`src/rtl/sfm_pkg.sv`:
```
package sfm_pkg;

  localparam int RANKS    = 2;
  localparam int STROBES  = 18;
  localparam int FLAGS    = RANKS * STROBES;
  localparam int REGW     = 32;
  localparam int NREGS    = (FLAGS + REGW - 1) / REGW;
  localparam int RANKW    = (RANKS > 1) ? $clog2(RANKS) : 1;
  localparam int STRW     = 5;
  localparam int ADDRW    = 2;
  localparam int FLAGIDXW = $clog2(FLAGS) + 1;
  localparam int PHW      = 3;

  typedef enum logic [PHW-1:0] {
    PH_IDLE        = 3'd0,
    PH_RE_GATHER   = 3'd1,
    PH_RE_ANALYZE  = 3'd2,
    PH_DLY_GATHER  = 3'd3,
    PH_DLY_ANALYZE = 3'd4
  } calPhase_e;

  // Strobes from control to datapath
  typedef struct packed {
    logic [FLAGS-1:0]    setMask;
    logic [FLAGS-1:0]    clrMask;
    logic                sampleGo;
    logic                idxOk;
    logic                maskOn;
    logic [FLAGIDXW-1:0] sampleFlag;
  } ctrlStrobe_t;

  // Rank 1 strobes that live in the second word, in bit order
  function automatic bit isHighStrobe(int unsigned s);
    return (s == 7) || (s == 16) || (s == 8) || (s == 17);
  endfunction

  // Word that holds flat flag f (f = rank*STROBES + strobe)
  function automatic int unsigned flagReg(int unsigned f);
    int unsigned r;
    int unsigned s;
    r = f / STROBES;
    s = f % STROBES;
    if (r == 1 && isHighStrobe(s)) return 1;
    return 0;
  endfunction

  // Bit position of flat flag f inside its word
  function automatic int unsigned flagBit(int unsigned f);
    int unsigned r;
    int unsigned s;
    r = f / STROBES;
    s = f % STROBES;
    if (r == 0) return s;
    case (s)
      7:  return 0;
      16: return 1;
      8:  return 2;
      17: return 3;
      default: return (s < 7) ? (STROBES + s) : (STROBES + s - 2);
    endcase
  endfunction

endpackage

```
`src/rtl/sfm_ctrl.sv`:
```
module sfm_ctrl
  import sfm_pkg::*;
(
  input  logic             clk,
  input  logic             rstN,
  input  logic [PHW-1:0]   calPhase,
  input  logic [RANKW-1:0] calRank,
  input  logic [STROBES-1:0] strobeDone,
  input  logic [STROBES-1:0] strobeSeen,
  input  logic             regWrEn,
  input  logic [ADDRW-1:0] regAddr,
  input  logic [REGW-1:0]  regWrData,
  input  logic             sampleValid,
  input  logic [RANKW-1:0] sampleRank,
  input  logic [STRW-1:0]  sampleStrobe,
  output ctrlStrobe_t      ctl
);

  logic reGather;
  logic maskPhase;

  assign reGather  = (calPhase == PH_RE_GATHER);
  assign maskPhase = (calPhase == PH_RE_GATHER)  || (calPhase == PH_RE_ANALYZE) ||
                     (calPhase == PH_DLY_GATHER) || (calPhase == PH_DLY_ANALYZE);

  // Hardware set requests: failed detection during receiver-enable gather
  for (genvar r = 0; r < RANKS; r++) begin : gSetRank
    for (genvar s = 0; s < STROBES; s++) begin : gSetStrobe
      assign ctl.setMask[r*STROBES + s] = reGather && (calRank == RANKW'(r)) &&
                                          strobeDone[s] && !strobeSeen[s];
    end
  end

  // Software clear requests: write one to clear, mapped per flag
  for (genvar f = 0; f < FLAGS; f++) begin : gClr
    localparam int unsigned WordSel = flagReg(f);
    localparam int unsigned BitSel  = flagBit(f);
    assign ctl.clrMask[f] = regWrEn && (regAddr == ADDRW'(WordSel)) && regWrData[BitSel];
  end

  // Sample addressing
  logic strobeInRange;
  assign strobeInRange  = ({1'b0, sampleStrobe} < (STRW+1)'(STROBES));
  assign ctl.sampleGo   = sampleValid;
  assign ctl.idxOk      = strobeInRange;
  assign ctl.maskOn     = maskPhase;
  assign ctl.sampleFlag = strobeInRange ?
      (FLAGIDXW'(sampleRank) * FLAGIDXW'(STROBES) + FLAGIDXW'(sampleStrobe)) : '0;

  AST_SET_ONLY_RE_GATHER: assert property (@(posedge clk) disable iff (!rstN)
    (ctl.setMask != '0) |-> (calPhase == PH_RE_GATHER)) else $error("set outside gather");

  AST_CLR_NEEDS_WRITE: assert property (@(posedge clk) disable iff (!rstN)
    (ctl.clrMask != '0) |-> (regWrEn && regAddr < ADDRW'(NREGS))) else $error("stray clear");

endmodule

```
`src/rtl/sfm_data.sv`:
```
module sfm_data
  import sfm_pkg::*;
(
  input  logic             clk,
  input  logic             rstN,
  input  ctrlStrobe_t      ctl,
  input  logic [ADDRW-1:0] regAddr,
  output logic [REGW-1:0]  regRdData,
  output logic             keepValid,
  output logic             keepSample
);

  logic [FLAGS-1:0] flagQ;
  logic [FLAGS-1:0] flagNext;
  logic             keepValidQ;
  logic             keepQ;
  logic             verdict;
  logic [REGW-1:0]  wordImg [NREGS];

  // Clear first, then set: a same-cycle set survives the clear
  assign flagNext = (flagQ & ~ctl.clrMask) | ctl.setMask;

  always_ff @(posedge clk) begin
    if (!rstN) flagQ <= '0;
    else       flagQ <= flagNext;
  end

  // Verdict from the flags held before this edge
  always_comb begin
    if (!ctl.idxOk)       verdict = 1'b0;
    else if (!ctl.maskOn) verdict = 1'b1;
    else                  verdict = !flagQ[ctl.sampleFlag];
  end

  always_ff @(posedge clk) begin
    if (!rstN) begin
      keepValidQ <= 1'b0;
      keepQ      <= 1'b0;
    end else begin
      keepValidQ <= ctl.sampleGo;
      keepQ      <= ctl.sampleGo && verdict;
    end
  end

  assign keepValid  = keepValidQ;
  assign keepSample = keepQ;

  // Software view of the flags
  always_comb begin
    for (int w = 0; w < NREGS; w++) wordImg[w] = '0;
    for (int f = 0; f < FLAGS; f++) wordImg[flagReg(f)][flagBit(f)] = flagQ[f];
  end

  always_comb begin
    regRdData = '0;
    for (int w = 0; w < NREGS; w++)
      if (regAddr == ADDRW'(w)) regRdData = wordImg[w];
  end

  AST_FLAGS_STICKY: assert property (@(posedge clk) disable iff (!rstN)
    ((flagQ & ~ctl.clrMask) != '0) |=> (($past(flagQ) & ~$past(ctl.clrMask) & ~flagQ) == '0))
    else $error("flag dropped without clear");

  AST_SET_WINS: assert property (@(posedge clk) disable iff (!rstN)
    (ctl.setMask != '0) |=> ((flagQ & $past(ctl.setMask)) == $past(ctl.setMask)))
    else $error("set lost");

  AST_KEEP_LATENCY: assert property (@(posedge clk) disable iff (!rstN)
    ctl.sampleGo |=> keepValid) else $error("verdict missing");

  AST_BAD_INDEX_DROP: assert property (@(posedge clk) disable iff (!rstN)
    (ctl.sampleGo && !ctl.idxOk) |=> (keepValid && !keepSample))
    else $error("out of range sample kept");

  AST_NO_VERDICT_IDLE: assert property (@(posedge clk) disable iff (!rstN)
    !ctl.sampleGo |=> !keepSample) else $error("keep without sample");

endmodule

```
`src/rtl/strobe_fail_mask.sv`:
```
module strobe_fail_mask
  import sfm_pkg::*;
(
  input  logic                clk,
  input  logic                rstN,
  input  logic [PHW-1:0]      calPhase,
  input  logic [RANKW-1:0]    calRank,
  input  logic [STROBES-1:0]  strobeDone,
  input  logic [STROBES-1:0]  strobeSeen,
  input  logic                regWrEn,
  input  logic [ADDRW-1:0]    regAddr,
  input  logic [REGW-1:0]     regWrData,
  output logic [REGW-1:0]     regRdData,
  input  logic                sampleValid,
  input  logic [RANKW-1:0]    sampleRank,
  input  logic [STRW-1:0]     sampleStrobe,
  output logic                keepValid,
  output logic                keepSample
);

  ctrlStrobe_t ctl;

  sfm_ctrl uCtrl (
    .clk          (clk),
    .rstN         (rstN),
    .calPhase     (calPhase),
    .calRank      (calRank),
    .strobeDone   (strobeDone),
    .strobeSeen   (strobeSeen),
    .regWrEn      (regWrEn),
    .regAddr      (regAddr),
    .regWrData    (regWrData),
    .sampleValid  (sampleValid),
    .sampleRank   (sampleRank),
    .sampleStrobe (sampleStrobe),
    .ctl          (ctl)
  );

  sfm_data uData (
    .clk        (clk),
    .rstN       (rstN),
    .ctl        (ctl),
    .regAddr    (regAddr),
    .regRdData  (regRdData),
    .keepValid  (keepValid),
    .keepSample (keepSample)
  );

endmodule

```
`config.mk`:
```
export PLATFORM = sky130hd
export DESIGN_NAME = strobe_fail_mask
export DESIGN_NICKNAME = d
export VERILOG_FILES = /design/src/rtl/sfm_pkg.sv /design/src/rtl/sfm_ctrl.sv /design/src/rtl/sfm_data.sv /design/src/rtl/strobe_fail_mask.sv
export SDC_FILE = /design/constraint.sdc
export NUM_CORES = 1
export LEC_CHECK = 0
export ABC_CLOCK_PERIOD_IN_PS = 2400
export BUFFER_PORTS_ARGS = -buffer_cell sky130_fd_sc_hd__buf_2
export CORE_UTILIZATION = 48
export DETAILED_ROUTE_END_ITERATION = 7
export GPL_TIMING_DRIVEN = 0
export PLACE_DENSITY = 0.81
export SYNTH_ARGS = -nofsm -noshare
export SYNTH_HDL_FRONTEND = slang
export SYNTH_HIERARCHICAL = 1
export SYNTH_SLANG_ARGS = --single-unit
```
`constraint.sdc`:
```
create_clock -name clk -period 2.4 [get_ports clk]
set_input_delay 0.12 -clock clk [delete_from_list [all_inputs] [get_ports clk]]
set_output_delay 0.12 -clock clk [all_outputs]
set_load 0.03 [all_outputs]
```
==> results by group, run 1 <==
Outcome
  – Status: finished, final reports clean

Layout
  – Commonest non-fill, non-tap cells in the layout: 116 x buf_2, 69 x and2_1, 46 x nor2_1
  – Total Nets Final: about 530
  – Final Core Density: around two thirds
  – N_diodes: 0
  – Area occupied by multi-input gates: 1760 um^2
  – Layout cells sized above 1: ~31%
  – Most common cell after layout, fill and taps aside: buf_2
  – Synth-to-Final Area Change: 28.1%
  – Fillers: a little under 500
  – Register area: about 760 um^2

Floorplan
  – Io pins: 118
  – Floorplan Core Area: around 5200 um^2
  – Die W: around 76 um
  – Die H: 76.2 um
  – Full die area: 5810 um^2
  – FP Rows: 26
  – Initial core utilization: just over 50%

Power and ir drop
  – Max IR drop VDD: just over 0.3 mV
  – P_leak: roughly 0.0017 uW
  – Pwr dens: about 400 nW/um^2
  – Post-route total power: 1340 uW

Global routing
  – Met2 usage: approximately 44%
  – First-pass GRT wire length: about 12 mm
  – Vias in the first global route: about 2500
  – M3 GR Usage: between 5 and 6%
  – Grt met1 use: between 30% and 40%
  – GRT Overall Usage: between 20% and 30%
  – Initial antenna violation count: 0
  – Largest net degree at the start of global routing: 12
  – Layer with the highest usage: met2
  – GRT overflow: 0

Worst setup path
  – Crit start category: primary input
  – CP cell instances: buf_2, clkbuf_1, nor2_1, clkbuf_1, and2_1, buf_2
  – Worst Setup Path Type: primary input to output pin
  – Slowest cell on the critical path: nor2_1
  – Arrival time worst endpoint: 1.99 ns
  – Setup crit end kind: output pin
  – Largest stage delay, worst path: around 0.66 ns
  – Flop2flop setup slack: 0.96 ns
  – Critical path peak fanout: 10
  – Buffers & Inverters on Critical Path: 4
  – CP delay by family, top: buffers and inverters
  – Critical Path RT: 2.28 ns
  – Reg2reg end: uData/keepSample$_SDFF_PN0_
  – R2r worst-path depth: 4
  – RR Startpoint: uData/flagQ[14]$_SDFF_PN0_

Detailed routing
  – DRC: 0
  – DRT Pass-1 Iters: 4
  – Final wirelength: 7.19 mm
  – Initial DRC count: 94
  – Via density: roughly 5
  – Number of routed nets with antenna violations: 0
  – Via count: around 2500
  – Routed length per instance: between 10 and 15 um

CTS
  – H-tree Lvls: 2
  – Clock Latency Late Sink: 0.29 ns
  – Total setup buffers inserted after CTS: 0
  – TritonCTS Buffers: 5
  – Hold Buf Count CTS: 0
  – Resized cells post-CTS: 0
  – # clock sinks: 38
  – CTS Buffer Depth: 2
  – CTS root buf: clkbuf_8
  – CTS clk-pin slew, worst paths: roughly 0.080 ns
  – CTS tree: done

Placed design
  – Post-detail-place hpwl: 5.56 mm
  – Gp weighted congestion: roughly 0.84
  – Pre-CTS setup slack: roughly 0.2 ns
  – I/O Buffers: around 120

STA
  – Achievable frequency: 473 MHz
  – Final worst path period need: between 2 and 2.5 ns
  – Total negative slack: 0 ns
  – Final Slew Violations: 0
  – RSZ-0062 raised after global routing: false
  – Final setup violation count: 0
  – Layout Skew: about 0.0055 ns
  – Fin. Hold Viols: 0
  – Final worst slack: approximately 0.29 ns
  – Final period utilization: 88.0%
  – Relative slew slack: 46.5%
  – Tightest Pin Transition: about 0.8 ns

Job
  – Max Cap Viol: 0

Logic synthesis
  – Synth warn: 6
  – Post-synthesis cell count: about 320
  – Avg Inst Size Synth: approximately 8.4 um^2
  – Synth Cell Area: between 2000 and 3000 um^2
  – Syn Nets: 403

Min path
  – Hold endpoint: uData/keepValid$_SDFF_PN0_
  – Hold Startpoint: sampleValid
  – Hold WC Path Type: primary input to register
  – Worst hold stages: 2
where the power goes:
part | leakage [uW] | switching [uW] | internal [uW]
Sequential | 0.000307 | 5.54 | 639
Clock | 0.0000373 | 234 | 200
Combinational | 0.00131 | 135 | 130
Total | 0.00166 | 374 | 968
per-stage QoR:
stage	hold slack [ns]	cell area (um^2)	cells
final	0.0637	3390	508
after global placement	0.366	3310	501
after CTS	0.0546	3390	508
after detailed placement	0.360	3310	501
after floorplan	0.343	2650	316
after global routing	0.0734	3390	508
how the worst max path moves through the flow:
stage	from	to	slack, ns	cells after the start
after floorplan	sampleRank	uData/keepSample$_SDFF_PN0_	0.52	7
after global placement	sampleStrobe[3]	uData/keepSample$_SDFF_PN0_	0.24	9
after detailed placement	sampleRank	uData/keepSample$_SDFF_PN0_	0.20	8
after CTS	regAddr[0]	regRdData[20]	0.29	6
after global routing	regAddr[0]	regRdData[20]	0.17	6
final	regAddr[0]	regRdData[20]	0.29	6
layout make-up:
| type | count | share of cell area (%) |
|---|---|---|
| multi-input cells | 256 | 52.0 |
| inverters | 4 | 0.443 |
| plain buffers | 18 | 3.14 |
| clock inverters | 1 | 0.222 |
| well taps | 70 | 2.58 |
| repair buffers | 115 | 17.0 |
| clock buffers | 6 | 2.14 |
| flip-flops and latches | 38 | 22.5 |
per-layer routing:
layer  wire length (um)  vias to the layer above
met1               3140                     1148
met2               3520                       83
met5                  0                        -
li1                   -                     1290
met4                133                        0
met3                401                       14
registers in the layout, indices dropped and copies added, names as in the netlist:
| register | cells |
|---|---|
| uData/keepSample | 1 |
| uData/flagQ | 36 |
| uData/keepValid | 1 |
(Power assumes the default switching activity.)
==> run 2, diff against run 1 <==
Settings changed: CORE_MARGIN set to 8, HOLD_SLACK_MARGIN set to 0.03, TNS_END_PERCENT set to 30.
==> run 2 against run 1 <==
Against the previous run:
- largest power group is now clock
- critical path depth unchanged
- clock skew about the same
- sequential power about the same
- setup slack improved by 0.015 ns
- power increased by 19%
- core utilization decreased by 1.2 points
- sequential share of layout area decreased by 0.42 points
- worst hold slack improved by 0.0046 ns
- fmax increased by 0.70%
- global-route usage decreased by 6.3 points
- first-iteration DRC count increased by 65%
==> results by group, run 2 (synthesis gave the netlist of run 1 again) <==
Floorplan
  – Full die area: 8140 um^2 (was 5810 um^2)
  – Initial core utilization: 48.9% (was 50.8%)
  – Die W: 90.2 um (was 76.2 um)
  – Die H: 90.2 um (was 76.2 um)
  – Io pins: 118 (unchanged)
  – Floorplan Core Area: 5410 um^2 (was 5200 um^2)
  – FP Rows: 27 (was 26)

CTS
  – Hold Buf Count CTS: 0 (unchanged)
  – TritonCTS Buffers: 5 (unchanged)
  – CTS tree: done (unchanged)
  – H-tree Lvls: 2 (unchanged)
  – CTS root buf: clkbuf_8 (unchanged)
  – Clock Latency Late Sink: 0.29 ns (about the same)
  – Resized cells post-CTS: 0 (unchanged)
  – Total setup buffers inserted after CTS: 0 (unchanged)
  – CTS Buffer Depth: 2 (unchanged)
  – # clock sinks: 38 (unchanged)
  – CTS clk-pin slew, worst paths: 0.08 ns (about the same)

STA
  – Fin. Hold Viols: 0 (unchanged)
  – Layout Skew: 0.00598 ns (was 0.00552 ns)
  – Total negative slack: 0 ns (unchanged)
  – Achievable frequency: 477 MHz (was 473 MHz)
  – Final period utilization: 87.4% (was 88.0%)
  – Tightest Pin Transition: 0.817 ns (was 0.799 ns)
  – Final setup violation count: 0 (unchanged)
  – Relative slew slack: 45.3% (was 46.5%)
  – Final Slew Violations: 0 (unchanged)
  – RSZ-0062 raised after global routing: false (unchanged)
  – Final worst path period need: 2.10 ns (was 2.11 ns)

Detailed routing
  – DRC: 0 (unchanged)
  – Routed length per instance: 15.7 um (was 14.2 um)
  – Number of routed nets with antenna violations: 0 (unchanged)
  – Final wirelength: 8.04 mm (was 7.19 mm)
  – DRT Pass-1 Iters: 4 (unchanged)
  – Via count: 2600 (was 2535)
  – Initial DRC count: 155 (was 94)
  – Via density: 5.09 (was 4.99)

Placed design
  – I/O Buffers: 115 (unchanged)
  – Post-detail-place hpwl: 6.34 mm (was 5.56 mm)
  – Gp weighted congestion: 0.825 (was 0.844)

Layout
  – Synth-to-Final Area Change: 30.6% (was 28.1%)
  – Most common cell after layout, fill and taps aside: buf_2 (unchanged)
  – N_diodes: 0 (unchanged)
  – Layout cells sized above 1: 31.7% (was 31.3%)
  – Biggest register: uData/flagQ (unchanged)
  – Area occupied by multi-input gates: 1760 um^2 (unchanged)
  – Fillers: 500 (was 484)
  – Register area: 761 um^2 (unchanged)
  – Largest register FFs: 36 (unchanged)
  – Total Nets Final: 525 (unchanged)
  – Commonest non-fill, non-tap cells in the layout: 116 x buf_2, 69 x and2_1, 46 x nor2_1 (unchanged)

Global routing
  – First-pass GRT wire length: 13.2 mm (was 11.9 mm)
  – GRT overflow: 0 (unchanged)
  – Largest net degree at the start of global routing: 13 (was 12)
  – GRT Overall Usage: 19.5% (was 25.7%)
  – Vias in the first global route: 2855 (was 2543)
  – Initial antenna violation count: 0 (unchanged)

Job
  – Max Cap Viol: 0 (unchanged)

Worst setup path
  – Arrival time worst endpoint: 1.98 ns (was 1.99 ns)
  – Critical Path RT: 2.28 ns (about the same)
  – Worst Setup Path Type: primary input to output pin (unchanged)
  – Critical path peak fanout: 10 (unchanged)
  – Crit start category: primary input (unchanged)
  – Setup crit end kind: output pin (unchanged)

Power and ir drop
  – Post-route total power: 1590 uW (was 1340 uW)
  – P_leak: 0.00169 uW (was 0.00166 uW)
  – Pwr dens: 461 nW/um^2 (was 396 nW/um^2)
  – Max IR drop VDD: 0.285 mV (was 0.307 mV)

Outcome
  – Status: finished, final reports clean (unchanged)

Min path
  – Hold WC Path Type: primary input to register (unchanged)
run 2: through the flow:
stage	hold slack, ns	utilization, %	instance area, um^2	instances	setup WS [ns]
global placement	0.365	61.3	3310	503	0.223
global route	0.0678	63.9	3450	511	0.168
finish	0.0683	63.9	3450	511	0.302
detailed placement	0.364	61.3	3310	503	0.217
floorplan	0.343	-	2650	316	0.525
CTS	0.0650	63.9	3450	511	0.336
run 2: cell type report:
cell class                 instances  share of cell area, %
multi-input combinational        256                   51.1
sequential                        38                   22.0
timing repair buffer             115                   16.7
buffer                            18                   3.08
tap                               72                   2.61
clock buffer                       6                   2.39
clock inverter                     2                   1.74
inverter                           4                  0.435
run 2: final timing paths:
kind                                                  from  slack [ns]  cells after the start                     endpoint
worst min register to register  uData/flagQ[17]$_SDFF_PN0_        0.59                      2   uData/flagQ[17]$_SDFF_PN0_
worst min-delay path                           sampleValid        0.07                      2   uData/keepValid$_SDFF_PN0_
worst max register to register   uData/flagQ[8]$_SDFF_PN0_        0.98                      4  uData/keepSample$_SDFF_PN0_
worst max-delay path                            regAddr[0]        0.30                      6                regRdData[20]
run 2: worst max-delay path, cell delays in order:
cell,delay (ns)
buf_2,0.11
clkbuf_1,0.18
nor2_1,0.67
clkbuf_1,0.46
and2_1,0.22
buf_2,0.20
run 2: report_power, final:
group / internal [uW] / switching [uW] / total (uW)
registers: 639 / 5.38 / 644
clock network: 444 / 239 / 683
logic: 130 / 135 / 264
total: 1210 / 379 / 1590
run 2: routing by layer:
layer,global-route usage (%),vias up,part of all wire (%)
met5,0,-,0
met1,22.3,1201,41
met2,34.4,97,51
met4,8.46,0,1.9
met3,3.66,16,6.5
li1,-,1286,-
==> run 3, diff against run 2 <==
Settings changed: ABC_AREA set to 1.
==> run 3 against run 2 <==
Against the previous run:
- clock skew rose by 0.0013 ns
- fmax rose by 26%
- setup slack improved by 0.44 ns
- worst hold slack got worse by 0.010 ns
- die area rose by 2.3%
- critical path depth rose by 7
- flip-flop and latch count did not move
==> results by group, run 3 <==
Outcome
  – Status: finished, final reports clean (unchanged)

Logic synthesis
  – Post-synthesis cell count: 503 (was 316)
  – Synth warn: 6 (unchanged)
  – Avg Inst Size Synth: 5.41 um^2 (was 8.37 um^2)
  – Synth Cell Area: 2720 um^2 (was 2650 um^2)
  – Syn Nets: 590 (was 403)

Worst setup path
  – Arrival time worst endpoint: 1.89 ns (was 1.98 ns)
  – Critical Path RT: 2.62 ns (was 2.28 ns)
  – Worst Setup SP: sampleRank (was regAddr[0])
  – Setup crit end kind: register (was output pin)
  – R2r worst-path depth: 9 (was 4)
  – Worst Setup Path Type: primary input to register (was primary input to output pin)
  – RR Startpoint: uData/flagQ[25]$_SDFF_PN0_ (was uData/flagQ[8]$_SDFF_PN0_)
  – Reg2reg end: uData/keepSample$_SDFF_PN0_ (unchanged)
  – Flop2flop setup slack: 1.22 ns (was 0.98 ns)
  – Critical path peak fanout: 6 (was 10)
  – Crit start category: primary input (unchanged)
  – Setup crit end: uData/keepSample$_SDFF_PN0_ (was regRdData[20])

Detailed routing
  – Via count: 3243 (was 2600)
  – Final wirelength: 8.66 mm (was 8.04 mm)
  – Routed length per instance: 12.4 um (was 15.7 um)
  – DRT Pass-1 Iters: 4 (unchanged)
  – DRC: 0 (unchanged)
  – Number of routed nets with antenna violations: 0 (unchanged)
  – Initial DRC count: 178 (was 155)
  – Via density: 4.65 (was 5.09)

Floorplan
  – Initial core utilization: 49.4% (was 48.9%)
  – Die H: 91.3 um (was 90.2 um)
  – Die W: 91.3 um (was 90.2 um)
  – Full die area: 8330 um^2 (was 8140 um^2)
  – Floorplan Core Area: 5510 um^2 (was 5410 um^2)
  – FP Rows: 27 (unchanged)
  – Io pins: 118 (unchanged)

STA
  – Achievable frequency: 601 MHz (was 477 MHz)
  – Layout Skew: 0.00728 ns (was 0.00598 ns)
  – Final period utilization: 69.3% (was 87.4%)
  – Final worst path period need: 1.66 ns (was 2.10 ns)
  – Relative slew slack: 54.7% (was 45.3%)
  – Tightest Pin Transition: 0.680 ns (was 0.817 ns)
  – Total negative slack: 0 ns (unchanged)
  – Final Slew Violations: 0 (unchanged)
  – RSZ-0062 raised after global routing: false (unchanged)
  – Fin. Hold Viols: 0 (unchanged)
  – Final setup violation count: 0 (unchanged)

Layout
  – Biggest register: uData/flagQ (unchanged)
  – Largest register FFs: 36 (unchanged)
  – Final Core Density: 62.9% (was 63.9%)
  – N_diodes: 0 (unchanged)
  – Total Nets Final: 712 (was 525)
  – Most common cell after layout, fill and taps aside: nor2_1 (was buf_2)
  – Register area: 761 um^2 (unchanged)
  – Area occupied by multi-input gates: 1430 um^2 (was 1760 um^2)
  – Layout cells sized above 1: 22.6% (was 31.7%)
  – Synth-to-Final Area Change: 27.4% (was 30.6%)
  – Fillers: 560 (was 500)
  – Commonest non-fill, non-tap cells in the layout: 209 x nor2_1, 119 x buf_2, 102 x inv_1 (was 116 x buf_2, 69 x and2_1, 46 x nor2_1)

Global routing
  – First-pass GRT wire length: 14.3 mm (was 13.2 mm)
  – GRT overflow: 0 (unchanged)
  – Initial antenna violation count: 0 (unchanged)
  – Largest net degree at the start of global routing: 12 (was 13)
  – GRT Overall Usage: 20.6% (was 19.5%)
  – Vias in the first global route: 3245 (was 2855)

CTS
  – CTS tree: done (unchanged)
  – # clock sinks: 38 (unchanged)
  – CTS clk-pin slew, worst paths: 0.07 ns (was 0.08 ns)
  – CTS Buffer Depth: 2 (unchanged)
  – Clock Latency Late Sink: 0.29 ns (about the same)
  – CTS root buf: clkbuf_8 (unchanged)
  – Total setup buffers inserted after CTS: 0 (unchanged)
  – H-tree Lvls: 2 (unchanged)
  – Resized cells post-CTS: 0 (unchanged)
  – TritonCTS Buffers: 5 (unchanged)
  – Hold Buf Count CTS: 0 (unchanged)

Power and ir drop
  – Max IR drop VDD: 0.292 mV (was 0.285 mV)
  – P_leak: 0.00194 uW (was 0.00169 uW)
  – Cell internal pwr: 966 uW (was 1210 uW)
  – Clock power frac: 30.1% (was 42.9%)
  – Pwr dens: 398 nW/um^2 (was 461 nW/um^2)
  – Switching share of power: 30.0% (was 23.8%)
  – P_sw: 414 uW (was 379 uW)
  – Logic gate share of total power: 23.2% (was 16.6%)
  – Sequential share of power: 46.7% (was 40.5%)

Job
  – Max Cap Viol: 0 (unchanged)

Min path
  – Hold WC Path Type: primary input to register (unchanged)

Placed design
  – Post-detail-place hpwl: 6.81 mm (was 6.34 mm)
  – Gp weighted congestion: 0.900 (was 0.825)
  – I/O Buffers: 115 (unchanged)
==> run 3: through the flow <==
step                      setup WS, ns  instances  hold slack (ns)  instance area [um^2]  power (uW)
after global routing             0.595        697           0.0677                  3470        1460
after CTS                        0.758        697           0.0551                  3470        1390
after global placement           0.519        690            0.344                  3390         967
final                            0.737        697           0.0580                  3470        1380
after floorplan                  0.878        503            0.236                  2720         850
after detailed placement         0.462        690            0.351                  3390         975
==> run 3: routing by layer <==
layer / vias up / global-route usage (%) / routed length [um]
met2: 111 / 35.6 / 4210
met3: 7 / 5.19 / 648
met1: 1432 / 24.2 / 3720
met5: - / 0 / 0
met4: 0 / 6.68 / 85
li1: 1693 / - / -
==> run 3: worst min-delay path by stage <==
stage | startpoint | endpoint | slack (ns) | cells past startpoint
3_5_place_dp | sampleValid | uData/keepValid$_SDFF_PN0_ | 0.35 | 3
2_1_floorplan | rstN | uData/keepValid$_SDFF_PN0_ | 0.24 | 2
6_report | sampleValid | uData/keepValid$_SDFF_PN0_ | 0.06 | 3
5_1_grt | sampleValid | uData/keepValid$_SDFF_PN0_ | 0.07 | 3
3_3_place_gp | sampleValid | uData/keepValid$_SDFF_PN0_ | 0.34 | 3
4_1_cts | sampleValid | uData/keepValid$_SDFF_PN0_ | 0.06 | 3
==> run 3: worst max-delay path: stages <==
cell and delay [ns]:
buf_2 0.11, ha_1 0.23, ha_1 0.28, inv_1 0.03
nor2_1 0.34, inv_1 0.17, nand3_1 0.13, nand2_1 0.07
nand2_1 0.06, nand3_1 0.06, nand3_1 0.08, nand2_1 0.08
a21oi_2 0.11
==> run 3: area by class of cell <==
class	instances	share of cell area, %
Buffer	20	3.94
Tap cell	72	2.60
Sequential cell	38	21.9
Clock inverter	1	0.217
Timing Repair Buffer	115	16.6
Multi-Input combinational cell	340	41.2
Clock buffer	6	2.09
Inverter	105	11.4
==> run 3: power groups by stage <==
stage               logic, uW  clock network (uW)  registers, uW
CTS                       318                 423            645
global route              357                 458            646
floorplan                 188                   0            661
finish                    320                 415            645
detailed placement        316                   0            659
global placement          308                   0            659
